--- config.mk ---
export PLATFORM = sky130hd
export DESIGN_NAME = gpio_ovr_port
export DESIGN_NICKNAME = d
export VERILOG_FILES = /design/src/rtl/gpio_ovr_pkg.sv /design/src/rtl/gpio_ovr_sync.sv /design/src/rtl/gpio_ovr_regs.sv /design/src/rtl/gpio_ovr_pinmux.sv /design/src/rtl/gpio_ovr_port.sv
export SDC_FILE = /design/constraint.sdc
export NUM_CORES = 1
export LEC_CHECK = 0
export CORE_MARGIN = 2
export CORE_UTILIZATION = 30
export DETAILED_ROUTE_END_ITERATION = 8
export PLACE_DENSITY = 0.63
export SLEW_MARGIN = 20
export SYNTH_ARGS = -nofsm -noshare
export SYNTH_HDL_FRONTEND = slang
export SYNTH_SLANG_ARGS = --single-unit
--- constraint.sdc ---
create_clock -name clk -period 5.9 [get_ports clk]
set_clock_uncertainty 0.1 [all_clocks]
set_input_delay 1.18 -clock clk [delete_from_list [all_inputs] [get_ports clk]]
set_output_delay 1.18 -clock clk [all_outputs]
set_load 0.005 [all_outputs]
--- src/rtl/gpio_ovr_pkg.sv ---
package gpio_ovr_pkg;
    localparam int PORT_W   = 8;
    localparam int PIN_IRQ  = 0;
    localparam int PIN_MISO = 2;
    localparam int PIN_MOSI = 3;
    localparam int PIN_SS   = 4;
    localparam int PIN_SCK  = 5;
    localparam int PIN_TXD  = 6;
    localparam int PIN_RXD  = 7;

    typedef logic [PORT_W-1:0] port_t;

    typedef struct packed {
        port_t latch;
        port_t dir;
        logic  pu_off;
    } regs_t;
endpackage

--- src/rtl/gpio_ovr_sync.sv ---
module gpio_ovr_sync #(
    parameter int W      = 8,
    parameter int STAGES = 2
) (
    input  logic         clk,
    input  logic [W-1:0] din,
    output logic [W-1:0] dout
);
    logic [W-1:0] stg_d [STAGES];
    logic [W-1:0] stg_q [STAGES];

    always_comb begin
        stg_d[0] = din;
        for (int k = 1; k < STAGES; k++) begin
            stg_d[k] = stg_q[k-1];
        end
    end

    // No reset: the chain fills with real pad values while reset is held.
    always_ff @(posedge clk) begin
        for (int k = 0; k < STAGES; k++) begin
            stg_q[k] <= stg_d[k];
        end
    end

    assign dout = stg_q[STAGES-1];
endmodule

--- src/rtl/gpio_ovr_regs.sv ---
module gpio_ovr_regs
    import gpio_ovr_pkg::*;
#(
    parameter int              ADDR_W    = 8,
    parameter logic [ADDR_W-1:0] ADDR_DATA = 'h02,
    parameter logic [ADDR_W-1:0] ADDR_DIR  = 'h06,
    parameter logic [ADDR_W-1:0] ADDR_CTRL = 'h0A
) (
    input  logic              clk,
    input  logic              rst,
    input  logic [ADDR_W-1:0] addr,
    input  port_t             wdata,
    input  logic              we,
    input  port_t             pin_sync,
    output port_t             rdata,
    output port_t             latch,
    output port_t             dir,
    output logic              pu_off
);
    regs_t st_d, st_q;
    logic  hit_data, hit_dir, hit_ctrl;

    assign hit_data = (addr == ADDR_DATA);
    assign hit_dir  = (addr == ADDR_DIR);
    assign hit_ctrl = (addr == ADDR_CTRL);

    always_comb begin
        st_d = st_q;
        if (we) begin
            if (hit_data) st_d.latch  = wdata;
            if (hit_dir)  st_d.dir    = wdata;
            if (hit_ctrl) st_d.pu_off = wdata[0];
        end
    end

    // The latch is deliberately left out of the reset branch: it keeps its value.
    always_ff @(posedge clk) begin
        if (rst) begin
            st_q.dir    <= '0;
            st_q.pu_off <= 1'b0;
        end else begin
            st_q <= st_d;
        end
    end

    always_comb begin
        rdata = '0;
        if (hit_data)      rdata = (st_q.latch & st_q.dir) | (pin_sync & ~st_q.dir);
        else if (hit_dir)  rdata = st_q.dir;
        else if (hit_ctrl) rdata = {{(PORT_W-1){1'b0}}, st_q.pu_off};
    end

    assign latch  = st_q.latch;
    assign dir    = st_q.dir;
    assign pu_off = st_q.pu_off;

    assert_dir_cleared_R2: assert property (@(posedge clk) disable iff (rst)
        $past(rst) |-> (dir == '0 && pu_off == 1'b0));

    assert_latch_write_any_dir_R4: assert property (@(posedge clk) disable iff (rst)
        (we && hit_data) |=> (latch == $past(wdata)));

    assert_unmapped_ignored_R12: assert property (@(posedge clk) disable iff (rst)
        (we && !hit_data && !hit_dir && !hit_ctrl) |=> (dir == $past(dir) && pu_off == $past(pu_off)
                                                       && latch == $past(latch)));
endmodule

--- src/rtl/gpio_ovr_pinmux.sv ---
module gpio_ovr_pinmux
    import gpio_ovr_pkg::*;
(
    input  port_t latch,
    input  port_t dir,
    input  logic  pu_off,
    input  logic  spi_en,
    input  logic  spi_master,
    input  logic  [3:0] spi_drv,   // {sck, ss, mosi, miso}
    input  logic  sci_en,
    input  logic  sci_txd,
    output port_t pad_out,
    output port_t pad_oe,
    output port_t pad_pu
);
    always_comb begin
        pad_out = latch;
        pad_oe  = dir;
        if (spi_en) begin
            pad_out[PIN_MISO] = spi_drv[0];
            pad_out[PIN_MOSI] = spi_drv[1];
            pad_out[PIN_SS]   = spi_drv[2];
            pad_out[PIN_SCK]  = spi_drv[3];
            pad_oe[PIN_MISO]  = !spi_master;
            pad_oe[PIN_MOSI]  = spi_master;
            pad_oe[PIN_SS]    = spi_master;
            pad_oe[PIN_SCK]   = spi_master;
        end
        if (sci_en) begin
            pad_out[PIN_TXD] = sci_txd;
            pad_oe[PIN_TXD]  = 1'b1;
            pad_oe[PIN_RXD]  = 1'b0;
        end
    end

    generate
        for (genvar i = 0; i < PORT_W; i++) begin : g_pu
            if (i == PIN_IRQ) begin : g_irq_pu
                assign pad_pu[i] = !pu_off;
            end else begin : g_no_pu
                assign pad_pu[i] = 1'b0;
            end
        end
    endgenerate
endmodule

--- src/rtl/gpio_ovr_port.sv ---
module gpio_ovr_port
    import gpio_ovr_pkg::*;
#(
    parameter int              ADDR_W      = 8,
    parameter logic [ADDR_W-1:0] ADDR_DATA   = 'h02,
    parameter logic [ADDR_W-1:0] ADDR_DIR    = 'h06,
    parameter logic [ADDR_W-1:0] ADDR_CTRL   = 'h0A,
    parameter int              SYNC_STAGES = 2
) (
    input  logic              clk,
    input  logic              rst,
    input  logic [ADDR_W-1:0] bus_addr,
    input  logic [7:0]        bus_wdata,
    input  logic              bus_we,
    output logic [7:0]        bus_rdata,
    input  logic [7:0]        pad_in,
    output logic [7:0]        pad_out,
    output logic [7:0]        pad_oe,
    output logic [7:0]        pad_pu,
    input  logic              spi_en,
    input  logic              spi_master,
    input  logic              spi_miso_drv,
    input  logic              spi_mosi_drv,
    input  logic              spi_ss_drv,
    input  logic              spi_sck_drv,
    output logic              spi_miso_rx,
    output logic              spi_mosi_rx,
    output logic              spi_ss_rx,
    output logic              spi_sck_rx,
    input  logic              sci_en,
    input  logic              sci_txd,
    output logic              sci_rxd,
    output logic              irq_tap
);
    port_t pin_sync, latch, dir;
    logic  pu_off;

    gpio_ovr_sync #(.W(PORT_W), .STAGES(SYNC_STAGES)) u_sync (
        .clk  (clk),
        .din  (pad_in),
        .dout (pin_sync)
    );

    gpio_ovr_regs #(
        .ADDR_W(ADDR_W), .ADDR_DATA(ADDR_DATA), .ADDR_DIR(ADDR_DIR), .ADDR_CTRL(ADDR_CTRL)
    ) u_regs (
        .clk      (clk),
        .rst      (rst),
        .addr     (bus_addr),
        .wdata    (bus_wdata),
        .we       (bus_we),
        .pin_sync (pin_sync),
        .rdata    (bus_rdata),
        .latch    (latch),
        .dir      (dir),
        .pu_off   (pu_off)
    );

    gpio_ovr_pinmux u_mux (
        .latch      (latch),
        .dir        (dir),
        .pu_off     (pu_off),
        .spi_en     (spi_en),
        .spi_master (spi_master),
        .spi_drv    ({spi_sck_drv, spi_ss_drv, spi_mosi_drv, spi_miso_drv}),
        .sci_en     (sci_en),
        .sci_txd    (sci_txd),
        .pad_out    (pad_out),
        .pad_oe     (pad_oe),
        .pad_pu     (pad_pu)
    );

    assign irq_tap     = pin_sync[PIN_IRQ];
    assign spi_miso_rx = pin_sync[PIN_MISO];
    assign spi_mosi_rx = pin_sync[PIN_MOSI];
    assign spi_ss_rx   = pin_sync[PIN_SS];
    assign spi_sck_rx  = pin_sync[PIN_SCK];
    assign sci_rxd     = pin_sync[PIN_RXD];

    assert_plain_dir_R1: assert property (@(posedge clk) disable iff (rst)
        (!spi_en && !sci_en) |-> (pad_oe == dir && pad_out == latch));

    assert_spi_master_R6: assert property (@(posedge clk) disable iff (rst)
        (spi_en && spi_master) |-> (pad_oe[5:2] == 4'b1110 && pad_out[3] == spi_mosi_drv));

    assert_spi_slave_R7: assert property (@(posedge clk) disable iff (rst)
        (spi_en && !spi_master) |-> (pad_oe[5:2] == 4'b0001 && pad_out[2] == spi_miso_drv));

    assert_sci_pins_R8: assert property (@(posedge clk) disable iff (rst)
        sci_en |-> (pad_oe[7:6] == 2'b01 && pad_out[6] == sci_txd));

    assert_pullup_R10: assert property (@(posedge clk) disable iff (rst)
        (pad_pu[0] == !pu_off) && (pad_pu[7:1] == 7'd0));

    generate
        if (SYNC_STAGES == 2) begin : g_lat_chk
            assert_irq_latency_R9: assert property (@(posedge clk) disable iff (rst)
                irq_tap == $past(pad_in[0], 2));
        end
    endgenerate
endmodule

* After elaboration in Yosys (flattened, before gate mapping) *
Memory sizes are Yosys's and may differ from the RTL's.
Cells that the tools add are included.

storage, ports and cells
  bits in registers = 17
  bits of input ports = 35
  memory bits (read-only) = 0
  output and inout bits = 38
  memory bits (writable) = 16
  bits in latches = 0
  logic and storage cells = 24
  memories kept = 1

operators by class
  reductions and logical operators = 5
  order comparisons = 0
  shift operators = 0
  muxes and demuxes = 7
  multipliers = 0
  bitwise gates (word level) = 5
  add/subtract/negate cells = 0
  equal/unequal tests = 3
  divide/modulo/power cells = 0

memory list
  memory        words  width  read ports  clocked after memory_dff  wr ports  RTL line             source
  u_sync.stg_q  2      8      2           0                         2         gpio_ovr_sync.sv:10  logic [W-1:0] stg_q [STAGES];

operator list
  cell                                                              count
  8-bit bitwise AND                                                 2
  8-bit two-way mux                                                 2
  8-bit by 2-bit == test with 1-bit output (second input constant)  1
  8-bit by 3-bit == test with 1-bit output (second input constant)  1
  8-bit by 4-bit == test with 1-bit output (second input constant)  1
  4-bit two-way mux                                                 2
  8-bit NOT                                                         1
  8-bit OR                                                          1
  2-bit AND reduction                                               2
  3-bit AND reduction                                               1
  1-bit logical NOT                                                 2
  1-bit two-way mux                                                 2
  2-bit two-way mux                                                 1
  1-bit NOT                                                         1

* Longest topological paths before layout *
  depth in word-level cells = 4
  mapped depth = 4
  depth with buffers taken out = 3

* Cells and area by module *
From an unflattened synthesis, not the netlist that was laid out.

unflattened totals
  cells, all modules = 128
  area total of the unflattened synthesis = 1468.9 um^2

by module, submodules not included
  module           area each (um^2)  times used  cells each
  gpio_ovr_regs    912.1             1           81
  gpio_ovr_sync    320.3             1           16
  gpio_ovr_pinmux  236.5             1           31

* Least setup slack after synthesis *
OpenSTA, ideal clock, no wires.

  path type = input-to-output
  start = input port bus_addr[5]
  end = output port bus_rdata[1]
  slack = 2164 ps
  buffers on the path = 1
  stages = 4
  required time = 4620 ps
  arrival = 2456 ps
  cell sequence = or4_4 -> or3_1 -> buf_2 -> nor3_1

between the ends
  cells in the longest elaborated chain, start to end = 3
  elaborated cells between the ends (all ways) = 4
  those cells by class = eq/ne (2); mux (2)

RTL lines
  what                                      RTL line             source
  from (decl)                               gpio_ovr_port.sv:12  input logic [ADDR_W-1:0] bus_addr,
  8-bit by 3-bit == test with 1-bit output  gpio_ovr_regs.sv:24  assign hit_dir = (addr == ADDR_DIR);
  8-bit two-way mux                         gpio_ovr_regs.sv:49  else if (hit_dir) rdata = st_q.dir;
  8-bit two-way mux *                       gpio_ovr_regs.sv:48  if (hit_data) rdata = (st_q.latch & st_q.dir) | (pin_sync & ~st_q.dir);
  to (decl)                                 gpio_ovr_port.sv:15  output logic [7:0] bus_rdata,

Mark *: on every way between the ends. The rest lies on a longest branch, timed or not.

* Worst setup path after layout *
  start = input port bus_addr[5]
  end = output port bus_rdata[7]

The elaborated chain is that of the path after synthesis.

==> impl_metrics.py <==
metrics = {
    "clock_tree": {
        "cts_resized": 0,
        "post_cts_buffers": 0,
        "root_buffer": "clkbuf_8",
        "cts.reportedPaths.clkPinSlew_ns": 0.06,
        "tritoncts": "yes",
        "cts.sinks": 33,
        "cts_buffers": 5,
        "cts.path.max_buffers": 2,
        "clkLatencyLatePin_ns": 0.28,
        "ctsHoldBuffers": 0,
        "htree_levels": 2,
    },
    "logic_synthesis": {
        "synth-seq-cells": 33,
        "synth_cells": 127,
        "yosysWarnings": 0,
        "ys_types": 29,
        "syn_area_um2": 1380,
        "synth.avg_cell_area_um2": 10.9,
        "ys_async_sr_fraction_pct": 0,
        "synth_edf_count": 8,
        "synth_seq_area_share_pct": 53.7,
        "synthFlopType": "dfxtp_1",
    },
    "global_routing": {
        "grt_overflow_total": 0,
        "track_usage_pct": 14.5,
        "grt_max_degree": 19,
        "first_global_vias": 1198,
        "grt_pass1_wl_um": 5640,
        "antenna_found_initial": 0,
    },
    "critical_path": {
        "crit_required_ns": 4.62,
        "crit_type": "in -> out",
        "path_max_fanout": 8,
        "slowest_delay_ns": 0.58,
        "cp_common_cell": "clkdlybuf4s50_1",
        "arrival_ns": 3.54,
        "cp_slowest_cell": "or4_4",
        "crit_chain": "clkdlybuf4s50_1, or4_4, or3_1, nor3_1, clkdlybuf4s50_1",
        "cp-end-kind": "output port",
        "path_buf_inv": 2,
        "crit_family": "simple AND/OR/NAND/NOR gates",
        "startpoint_type": "input port",
    },
    "pwr": {
        "swShare_pct": 20.9,
        "intPower_uw": 369,
        "p_switching_uw": 97.4,
        "seqPwrFrac_pct": 51.3,
        "peakVddDrop_uv": 180,
        "p_leak_uw": 0.000734,
        "powerDensity_nw_per_um2": 220,
        "clock_power_share_pct": 37.0,
        "p_total_uw": 466,
        "power_frac_comb_pct": 11.7,
    },
    "drt": {
        "first_iter_violations": 18,
        "drt-vias-per-instance": 4.66,
        "drc_errors": 0,
        "ant_nets": 0,
        "vias": 1127,
        "wirelength_um": 3460,
        "first_pass_iters": 4,
        "wire_per_inst_um": 14.3,
    },
    "finish": {
        "register_area_um2": 741,
        "fin_area_um2": 2120,
        "nets": 224,
        "post-route-util_pct": 48.3,
        "fillCellCount": 407,
        "area_growth_pct": 53.4,
        "drive_gt1_share_pct": 8.95,
        "multi_input_area_um2": 552,
        "instances_no_fill": 242,
        "diodes": 0,
    },
    "floorplanning": {
        "die_y_um": 71.8,
        "die-area_um2": 5160,
        "initial_utilization_pct": 31.5,
        "coreArea_um2": 4380,
        "die_x_um": 71.8,
        "ios": 73,
        "num_rows": 24,
    },
    "sta": {
        "setup_viol": 0,
        "fin_setup_tns_ns": 0,
        "layout_min_cycle_time_ns": 4.82,
        "tightest_slew_ns": 0.721,
        "rsz0062_at_grt": "false",
        "drv_slew": 0,
        "fin_crit_sh_pct": 81.8,
        "hold_viol": 0,
        "relSlewSlack_pct": 51.6,
        "fmax_ghz": 0.207,
    },
    "outcome": {
        "status": "completed",
    },
    "place": {
        "post-place-cells": 234,
        "dp_hpwl_um": 2600,
        "post_dp_cell_area_um2": 2020,
        "place_congestion": 0.705,
        "portBuffers": 65,
    },
    "run": {
        "cap_violations": 0,
    },
    "min_path": {
        "hold_path_class": "reg -> reg",
    },
}
[stage by stage]
step           hold WS, ns  setup slack [ns]
6_report             0.229              1.08
3_3_place_gp         0.210              1.14
2_1_floorplan        0.210              2.16
5_1_grt              0.239              1.01
4_1_cts              0.229              1.08
3_5_place_dp         0.213              1.10
[cells in the final DEF (no fill, tap or decap)]
cell type        count
o21ai_0              7
nand3b_1             1
clkdlybuf4s50_1     65
nor4_4               1
o21a_1               1
nor3_1               5
nor3b_1              4
or2_2                1
a21oi_1              7
or4_2                1
or3_1                1
mux2_2               5
or4_4                1
nand2_1              2
or3b_2               1
a21o_1               1
edfxtp_1             8
nor2b_1              1
mux2i_1              8
a211oi_1             1
inv_1                5
dfxtp_1             25
nand3_1              4
clkbuf_8             6
o31ai_1              1
nand2b_1            17
clkbuf_1             2
nor4b_4              1
conb_1               7
[kinds of logic after synthesis]
kind of cell / after synthesis / synth area share, %
simple gates: 41 / 19.9
flops: 33 / 53.7
buf+inv: 21 / 9.07
compound gates: 18 / 7.25
mux: 13 / 9.88
other cells: 1 / 0.272
[cells in the mapped netlist, drive strengths merged (3+ instances only)]
cell / n / share of area [%]
dfxtp: 25 / 36
nand2b: 17 / 7.7
buf: 13 / 6.9
edfxtp: 8 / 17
mux2i: 8 / 5.8
a21oi: 7 / 2.5
o21ai: 7 / 2.5
inv: 5 / 1.4
mux2: 5 / 4.1
nor3: 5 / 1.8
nand3: 4 / 1.5
nor3b: 4 / 2.2
clkbuf: 3 / 0.82
[flip-flops by register name, summed over array words and instances (netlist names)]
signal         flops
u_regs.latch       8
u_regs.pu_off      1
u_sync.stg_q      16
u_regs.dir         8
[metal layers]
metal	wire length [um]	share of wire [%]	GRT usage [%]	vias up
li1	-	-	-	549
met1	1420	41	18.0	525
met2	1760	51	23.8	49
met3	256	7.4	4.92	4
met4	19	0.55	4.40	0
met5	0	0	0	-
[power groups by stage]
stage / clock network [uW] / logic [uW] / registers, uW
2_1_floorplan: 0 / 18.5 / 244
3_3_place_gp: 0 / 53.7 / 244
3_5_place_dp: 0 / 54.5 / 244
4_1_cts: 181 / 54.7 / 239
5_1_grt: 194 / 58.7 / 240
6_report: 173 / 54.4 / 239
[worst paths after layout]
path                            from                   to  slack, ns  cells past startpoint
hold reg to reg   u_sync.stg_q[0][7]  u_sync.stg_q[0][15]       0.23                      0
setup reg to reg       u_regs.pu_off        u_regs.pu_off       5.09                      2
setup / recovery         bus_addr[5]         bus_rdata[7]       1.08                      5
hold / removal    u_sync.stg_q[0][7]  u_sync.stg_q[0][15]       0.23                      0
[cell type report]
cell class / count / area share (%)
Sequential cell: 33 / 35.0
Timing Repair Buffer: 65 / 30.7
Multi-Input combinational cell: 79 / 26.1
Clock buffer: 8 / 4.26
Tap cell: 52 / 3.07
Inverter: 5 / 0.887
Note: power is estimated with default switching activity, not from simulation.
